**src/rtl/uart_sb_pkg.sv**
```systemverilog
package uart_sb_pkg;

    localparam int DATA_W = 8;
    localparam int OVS    = 16;
    localparam int CNT_W  = $clog2(OVS);
    localparam int BIT_W  = $clog2(DATA_W);

    localparam logic [CNT_W-1:0] CNT_LAST = CNT_W'(OVS - 1);
    localparam logic [CNT_W-1:0] CNT_MID  = CNT_W'(OVS / 2 - 1);

    localparam logic [1:0] ADDR_DATA = 2'd0;
    localparam logic [1:0] ADDR_CTRL = 2'd1;
    localparam logic [1:0] ADDR_STAT = 2'd2;

    typedef enum logic [1:0] {
        FR_IDLE,
        FR_START,
        FR_DATA,
        FR_STOP
    } frame_st_e;

    typedef struct packed {
        logic [1:0] len;
        logic       tx;
    } ctrl_t;

    // Index of the last data bit for a length code (0 -> 5 bits ... 3 -> 8 bits)
    function automatic logic [BIT_W-1:0] last_bit(input logic [1:0] code);
        return BIT_W'(4 + int'(code));
    endfunction

    function automatic logic [DATA_W-1:0] len_mask(input logic [1:0] code);
        return {DATA_W{1'b1}} >> (2'd3 - code);
    endfunction

endpackage

```
**src/rtl/uart_sb_tx.sv**
```systemverilog
module uart_sb_tx
    import uart_sb_pkg::*;
(
    input  logic              clk,
    input  logic              rst,
    input  logic              tick,
    input  logic              load,
    input  logic [DATA_W-1:0] load_data,
    input  logic [1:0]        len_code,
    output logic              txd,
    output logic              busy,
    output logic              done
);

    frame_st_e         st_q;
    logic [CNT_W-1:0]  tcnt_q;
    logic [BIT_W-1:0]  bcnt_q;
    logic [BIT_W-1:0]  last_q;
    logic [DATA_W-1:0] sh_q;
    logic              bit_end;

    assign bit_end = tick && (tcnt_q == CNT_LAST);

    always_ff @(posedge clk) begin
        if (rst) begin
            st_q   <= FR_IDLE;
            tcnt_q <= '0;
            bcnt_q <= '0;
            last_q <= '0;
            sh_q   <= '0;
        end else begin
            if (tick) tcnt_q <= tcnt_q + 1'b1;
            case (st_q)
                FR_IDLE: begin
                    if (load) begin
                        st_q   <= FR_START;
                        sh_q   <= load_data;
                        last_q <= last_bit(len_code);
                        tcnt_q <= '0;
                    end
                end
                FR_START: begin
                    if (bit_end) begin
                        st_q   <= FR_DATA;
                        bcnt_q <= '0;
                    end
                end
                FR_DATA: begin
                    if (bit_end) begin
                        sh_q <= sh_q >> 1;
                        if (bcnt_q == last_q) st_q <= FR_STOP;
                        else                  bcnt_q <= bcnt_q + 1'b1;
                    end
                end
                FR_STOP: begin
                    if (bit_end) st_q <= FR_IDLE;
                end
                default: st_q <= FR_IDLE;
            endcase
        end
    end

    always_comb begin
        case (st_q)
            FR_START: txd = 1'b0;
            FR_DATA:  txd = sh_q[0];
            default:  txd = 1'b1;
        endcase
    end

    assign busy = (st_q != FR_IDLE);
    assign done = (st_q == FR_STOP) && bit_end;

endmodule

```
**src/rtl/uart_sb_rx.sv**
```systemverilog
module uart_sb_rx
    import uart_sb_pkg::*;
#(
    parameter int SYNC_STAGES = 2
) (
    input  logic              clk,
    input  logic              rst,
    input  logic              tick,
    input  logic              en,
    input  logic              rxd,
    input  logic [1:0]        len_code,
    output logic              strobe,
    output logic [DATA_W-1:0] data
);

    logic [SYNC_STAGES-1:0] sync_q;
    logic                   prev_q;
    logic                   rx_s;
    frame_st_e              st_q;
    logic [CNT_W-1:0]       tcnt_q;
    logic [BIT_W-1:0]       bcnt_q;
    logic [DATA_W-1:0]      sh_q;
    logic                   bit_end;

    assign rx_s    = sync_q[SYNC_STAGES-1];
    assign bit_end = tick && (tcnt_q == CNT_LAST);

    generate
        if (SYNC_STAGES == 1) begin : g_sync1
            always_ff @(posedge clk) begin
                if (rst) sync_q <= '1;
                else     sync_q <= rxd;
            end
        end else begin : g_syncn
            always_ff @(posedge clk) begin
                if (rst) sync_q <= '1;
                else     sync_q <= {sync_q[SYNC_STAGES-2:0], rxd};
            end
        end
    endgenerate

    always_ff @(posedge clk) begin
        if (rst) begin
            prev_q <= 1'b1;
            st_q   <= FR_IDLE;
            tcnt_q <= '0;
            bcnt_q <= '0;
            sh_q   <= '0;
        end else begin
            prev_q <= rx_s;
            if (tick) tcnt_q <= tcnt_q + 1'b1;
            if (!en) begin
                st_q <= FR_IDLE;
            end else begin
                case (st_q)
                    FR_IDLE: begin
                        if (prev_q && !rx_s) begin
                            st_q   <= FR_START;
                            tcnt_q <= '0;
                        end
                    end
                    FR_START: begin
                        if (tick && (tcnt_q == CNT_MID)) begin
                            tcnt_q <= '0;
                            bcnt_q <= '0;
                            sh_q   <= '0;
                            st_q   <= rx_s ? FR_IDLE : FR_DATA;
                        end
                    end
                    FR_DATA: begin
                        if (bit_end) begin
                            sh_q[bcnt_q] <= rx_s;
                            if (bcnt_q == last_bit(len_code)) st_q <= FR_STOP;
                            else                              bcnt_q <= bcnt_q + 1'b1;
                        end
                    end
                    FR_STOP: begin
                        if (bit_end) st_q <= FR_IDLE;
                    end
                    default: st_q <= FR_IDLE;
                endcase
            end
        end
    end

    assign strobe = en && (st_q == FR_STOP) && bit_end;
    assign data   = sh_q;

endmodule

```
**src/rtl/uart_shared_buf.sv**
```systemverilog
module uart_shared_buf
    import uart_sb_pkg::*;
(
    input  logic              clk,
    input  logic              rst,
    input  logic              baud_tick,
    input  logic [1:0]        reg_addr,
    input  logic              reg_wr,
    input  logic [DATA_W-1:0] reg_wdata,
    output logic [DATA_W-1:0] reg_rdata,
    input  logic              rxd,
    output logic              txd,
    output logic              irq
);

    ctrl_t             ctrl_q;
    logic [DATA_W-1:0] data_buf_q;
    logic              full_q;
    logic              irq_q;
    logic              tx_busy;
    logic              tx_done;
    logic              tx_load;
    logic              rx_strobe;
    logic [DATA_W-1:0] rx_data;
    logic              wr_data;

    assign wr_data = reg_wr && (reg_addr == ADDR_DATA);
    assign tx_load = full_q && !tx_busy;

    always_ff @(posedge clk) begin
        if (rst) begin
            ctrl_q     <= '0;
            data_buf_q <= '0;
            full_q     <= 1'b0;
            irq_q      <= 1'b0;
        end else begin
            irq_q <= tx_done || rx_strobe;
            if (reg_wr && (reg_addr == ADDR_CTRL))
                ctrl_q <= ctrl_t'(reg_wdata[2:0]);
            if (tx_load)
                full_q <= 1'b0;
            if (wr_data && ctrl_q.tx) begin
                data_buf_q <= reg_wdata;
                full_q     <= 1'b1;
            end
            if (rx_strobe)
                data_buf_q <= rx_data;
        end
    end

    always_comb begin
        case (reg_addr)
            ADDR_DATA: reg_rdata = data_buf_q;
            ADDR_CTRL: reg_rdata = {{(DATA_W-3){1'b0}}, ctrl_q};
            ADDR_STAT: reg_rdata = {{(DATA_W-1){1'b0}}, full_q};
            default:   reg_rdata = '0;
        endcase
    end

    assign irq = irq_q;

    uart_sb_tx u_tx (
        .clk      (clk),
        .rst      (rst),
        .tick     (baud_tick),
        .load     (tx_load),
        .load_data(data_buf_q),
        .len_code (ctrl_q.len),
        .txd      (txd),
        .busy     (tx_busy),
        .done     (tx_done)
    );

    uart_sb_rx #(.SYNC_STAGES(2)) u_rx (
        .clk     (clk),
        .rst     (rst),
        .tick    (baud_tick),
        .en      (!ctrl_q.tx),
        .rxd     (rxd),
        .len_code(ctrl_q.len),
        .strobe  (rx_strobe),
        .data    (rx_data)
    );

endmodule

```
**config.mk**
```make
export PLATFORM = sky130hd
export DESIGN_NAME = uart_shared_buf
export DESIGN_NICKNAME = d
export VERILOG_FILES = /design/src/rtl/uart_sb_pkg.sv /design/src/rtl/uart_sb_tx.sv /design/src/rtl/uart_sb_rx.sv /design/src/rtl/uart_shared_buf.sv
export SDC_FILE = /design/constraint.sdc
export NUM_CORES = 1
export LEC_CHECK = 0
export BUFFER_PORTS_ARGS = -buffer_cell sky130_fd_sc_hd__buf_2
export CORE_AREA = 2 2 72 102
export CTS_CLUSTER_SIZE = 10
export DETAILED_ROUTE_END_ITERATION = 16
export DIE_AREA = 0 0 74 104
export PLACE_DENSITY_LB_ADDON = 0.3
export SYNTH_ARGS = -nofsm -noshare
export SYNTH_HDL_FRONTEND = slang
export SYNTH_SLANG_ARGS = --single-unit
```
**constraint.sdc**
```tcl
create_clock -name clk -period 3.5 [get_ports clk]
set_clock_uncertainty 0.05 [all_clocks]
set_input_delay 0.7 -clock clk [delete_from_list [all_inputs] [get_ports clk]]
set_output_delay 0.7 -clock clk [all_outputs]
set_load 0.01 [all_outputs]
```
[Yosys cells after proc, flatten, opt, wreduce, memory -nomap -nowiden]
Cells that the tools add are included.
Storage, ports and cells
  bits in registers: 53
  input port bits: 15
  output and inout bits: 10
  word-level logic and storage cells: 126
Cells by class
  $add $sub $neg: 5
  order comparisons: 2
  equal/unequal tests: 25
  mux-type cells: 44
  bitwise logic cells: 1
  reductions and logical operators: 33
Operator list (count)
  2-to-1 mux 8 bit: 6
  one-hot mux 8 bit (2 select lines): 2
  2-to-1 mux 4 bit: 7
  one-hot mux 8 bit (3 select lines): 1
  2-to-1 mux 2 bit: 11
  2-to-1 mux 3 bit: 6
  != test 2 x 1 -> 1 bit, second input constant: 9
  one-hot mux 2 bit (4 select lines): 2
  AND reduction 5 bit: 3
  logical AND 1 bit: 12
  one-hot mux 3 bit (2 select lines): 2
  nonzero test 2 bit: 6
  equality test 2 bit, second input constant: 5
  adder 4 x 1 -> 4 bit, second input constant: 2
  bitwise mux 8 bit: 1
  equality test 4 bit, second input constant: 2
  one-hot mux 4 bit (2 select lines): 1
  AND reduction 4 bit: 2
  adder 3 x 1 -> 3 bit, second input constant: 2
  equality test 2 x 1 -> 1 bit, second input constant: 3
  equality test 3 bit: 2
  logical NOT 2 bit: 3
  != test 2 bit, second input constant: 3
  equality test 4 x 3 -> 1 bit, second input constant: 1
  12 further kinds: 16

[Longest topological paths before layout]
  word-level depth: 7
  gate-level depth with buffers: 8
  depth with buffers taken out: 6

[Cells and area by module]
Synthesis repeated with hierarchy kept, for this count alone.
Second synthesis, totals
  cells, all modules: 318
  area, all modules: 2861.5 um^2
By module, submodules not included
  uart_sb_rx: instances 1, cells an instance 123, area each 1082.3 um^2, sequential area each 400.4 um^2
  uart_sb_tx: instances 1, cells an instance 115, area each 1063.5 um^2, sequential area each 400.4 um^2
  uart_shared_buf: instances 1, cells an instance 80, area each 715.7 um^2, sequential area each 260.2 um^2

[Worst setup path before layout]
Ideal clock, no wire load.
  path type: flip-flop to output port
  start point: reg u_tx.st_q[0]
  end point: out txd
  arrival: 1.287 ns
  required time: 2.750 ns
  slack: 1.463 ns
  cell stages (with the launch flop): 6
  buffers on the path: 2
  path through: dfxtp_1 -> inv_1 -> ha_1 -> clkbuf_1 -> buf_2 -> mux2i_1
On the way
  cells in the longest elaborated chain, start to end: 2
  elaborated cells between the ends (all ways): 3
  those cells by class: 2 x eq/ne; 1 x mux
Ends and longest elaborated chain
  from (decl): line uart_sb_tx.sv:15  | frame_st_e st_q;
  from (signal assigned): line uart_sb_tx.sv:26  | st_q <= FR_IDLE;
  from (signal assigned): line uart_sb_tx.sv:36  | st_q <= FR_START;
  from (signal assigned): line uart_sb_tx.sv:44  | st_q <= FR_DATA;
  equality test 2 bit or equality test 2 x 1 -> 1 bit (tied branches): line uart_sb_tx.sv:64  | case (st_q)
  one-hot mux 1 bit (2 select lines) (*): line uart_sb_tx.sv:64
  to (decl): line uart_shared_buf.sv:12  | output logic txd,
Every way passes the cells marked *; elsewhere a longest branch is shown, timed or not.

[Final worst setup path]
Ends and elaborated chain as after synthesis.

==> results.json <==
{
  "boundaryPins": 25,
  "drive_gt1_frac": 0.155,
  "grt_usage": 0.148,
  "cp_max_fo": 16,
  "wl_per_cell_um": 13.1,
  "ys_seq_elements": 53,
  "post-route-drc-count": 0,
  "intPower_uw": 837,
  "die_y_um": 104,
  "finalCritPeriodShare": 0.733,
  "grt_overflow": 0,
  "dpl.hpwl_um": 4120,
  "cp-start-kind": "flip-flop",
  "synth_warnings": 0,
  "place_congestion": 0.786,
  "drt-initial-drc-count": 80,
  "rows": 36,
  "synth.avg_cell_area_um2": 9.12,
  "min_period_ps": 2570,
  "finish.utilization": 0.455,
  "hold_path_class": "flip-flop to flip-flop",
  "post_cts_resized": 0,
  "die-area_um2": 7700,
  "cp.arrival_ps": 1820,
  "timing.fmax_ghz": 0.390,
  "grt_pass1_wl_um": 9140,
  "crit_type": "flip-flop to output port",
  "combinationalPowerShare": 0.141,
  "grt_max_degree": 36,
  "synth_most_common_cell": "dfxtp_1",
  "slew_viol_final": 0,
  "htree_levels": 2,
  "outcome": "completed",
  "worstMarginPinSlew_ps": 885,
  "max_slew_margin": 0.409,
  "rsz0062_at_grt": "false",
  "ant_nets": 0,
  "yosysTopAreaCellShare": 0.370,
  "post_cts_buffers": 0,
  "final_net_count": 356,
  "post_dp_cell_area_um2": 3010,
  "cap_viol_max_count": 0,
  "vdd_drop_max_uv": 191,
  "syn_inst": 314,
  "p_seq_frac": 0.568,
  "synth_largest_area_cell": "dfxtp_1",
  "vias_per_cell": 5.22,
  "first_pass_iters": 4,
  "p_sw_uw": 311,
  "antenna_found_initial": 0,
  "initial_core_util": 0.421,
  "pwr-share-clk": 0.291,
  "die_w_um": 74,
  "hold_violations": 0,
  "cp.required_ps": 2750,
  "clock_sinks": 53,
  "finalPower_mw": 1.15,
  "final-setup-viol-count": 0,
  "antenna_cells": 0,
  "yosysSeqAreaShare": 0.370,
  "wirelength_um": 5580,
  "cts_made_buffers": 5,
  "hold_buffers": 0,
  "portBuffers": 24,
  "setup_tns_ps": 0,
  "synth-main-ff-cell": "dfxtp_1",
  "yosys-top-cells-area": "dfxtp_1 (37%), mux2i_1 (8.7%), ha_1 (5.7%), a211oi_2 (4.4%), nor2_1 (3.8%)",
  "timing.hold.ws_ps": 372,
  "grt_pass1_vias": 1998,
  "top_layer": "met4",
  "via_count": 2213,
  "wl_met2_um": 2880,
  "m1WireLength_um": 2450,
  "clkTransAtPathRegs_ps": 90,
  "clockRootBuffer": "clkbuf_8",
  "worstSkewPairLatency_ps": 300,
  "synth_nets": 342,
  "tritoncts": "done",
  "core_area_um2": 6800,
  "areaGrowthSynthToFinish_pct": 8.03,
  "clk_path_buf_depth": 2,
  "stdcell_area_um2": 3100,
  "synthDistinctLibCells": 52,
  "end_kind": "output port",
  "syn-cell-area_um2": 2870,
  "dr_wl_met3_um": 149,
  "synth_top_cells_by_count": "dfxtp_1 (53), nor2_1 (29), mux2i_1 (25), nand2_1 (20), inv_1 (16)",
  "synth-edff-count": 0,
  "cellLeakagePower_nw": 1.13,
  "async_reset_ff_frac": 0,
  "pwr_density_cell_nw_per_um2": 371,
  "swShare": 0.271
}
[critical path, cell delays in order, from the launching register on]
cell and delay [ps]:
dfxtp_1 350, inv_1 90, ha_1 620, mux2i_1 300
buf_2 160
[placed cells by master, fill, tap and decap left out, drive strengths merged, types with 2 or more instances in the layout]
master	count
nand2b	5
o21ai	14
and2	10
nand3b	2
nor2	29
buf	25
dfxtp	53
inv	16
clkbuf	7
nor2b	6
o31ai	6
a211oi	17
nand2	20
a311o	8
ha	13
xnor2	6
xor2	5
mux2i	25
nand4	7
nand3	14
o41ai	2
or2	3
a21oi	13
[registers in the layout, summed over array words and instances (netlist names), 2 cells and up, named ones only]
| name | cells |
|---|---|
| ctrl_q | 3 |
| u_tx.sh_q | 8 |
| u_tx.last_q | 3 |
| u_tx.bcnt_q | 3 |
| u_rx.tcnt_q | 4 |
| u_tx.st_q | 2 |
| u_rx.bcnt_q | 3 |
| u_rx.data | 8 |
| u_tx.tcnt_q | 4 |
| data_buf_q | 8 |
| u_rx.sync_q | 2 |
[cell families (layout without fill, tap and decap cells)]
group / count (synthesis) / count (layout) / share of synthesized area
simple gates: 106 / 106 / 0.199
mux: 25 / 25 / 0.0873
flops: 53 / 53 / 0.370
fa+ha+maj: 13 / 13 / 0.0568
xor+xnor: 11 / 11 / 0.0336
compound gates: 71 / 71 / 0.196
buf+inv: 35 / 50 / 0.0572
[area by class of cell]
cell class                      instances  area [um^2]
Tap cell                               95          119
Inverter                               17         63.8
Clock inverter                          1         7.51
Timing Repair Buffer                   25          128
Clock buffer                            7         76.3
Fill cell                             679         3710
Multi-Input combinational cell        226         1640
Sequential cell                        53         1060
[final timing paths]
path	from	endpoint	slack, ps	depth (start not counted)
worst max register to register	u_tx.st_q[0]	u_tx.sh_q[2]	1040	6
worst max-delay path	u_tx.st_q[0]	txd	930	4
worst min-delay path	u_rx.sync_q[0]	u_rx.sync_q[1]	370	1
worst min register to register	u_rx.sync_q[0]	u_rx.sync_q[1]	370	1
[per-layer routing]
metal	vias up	global-route usage
met5	-	0
met4	0	0.0468
met3	6	0.0262
met2	34	0.270
met1	1021	0.168
li1	1152	-
[power groups by stage]
| stage | logic, mW | registers [mW] | clock network (mW) |
|---|---|---|---|
| 6_report | 0.162 | 0.652 | 0.334 |
| 2_1_floorplan | 0.129 | 0.661 | 0 |
| 3_3_place_gp | 0.159 | 0.665 | 0 |
| 5_1_grt | 0.183 | 0.657 | 0.378 |
| 4_1_cts | 0.163 | 0.652 | 0.348 |
| 3_5_place_dp | 0.162 | 0.667 | 0 |
[through the flow]
| stage | instances | worst slack (ps) |
|---|---|---|
| final | 424 | 934 |
| after global placement | 416 | 1060 |
| after global routing | 424 | 737 |
| after detailed placement | 416 | 1050 |
| after CTS | 424 | 906 |
| after floorplan | 314 | 1460 |
(Power assumes the default switching activity.)
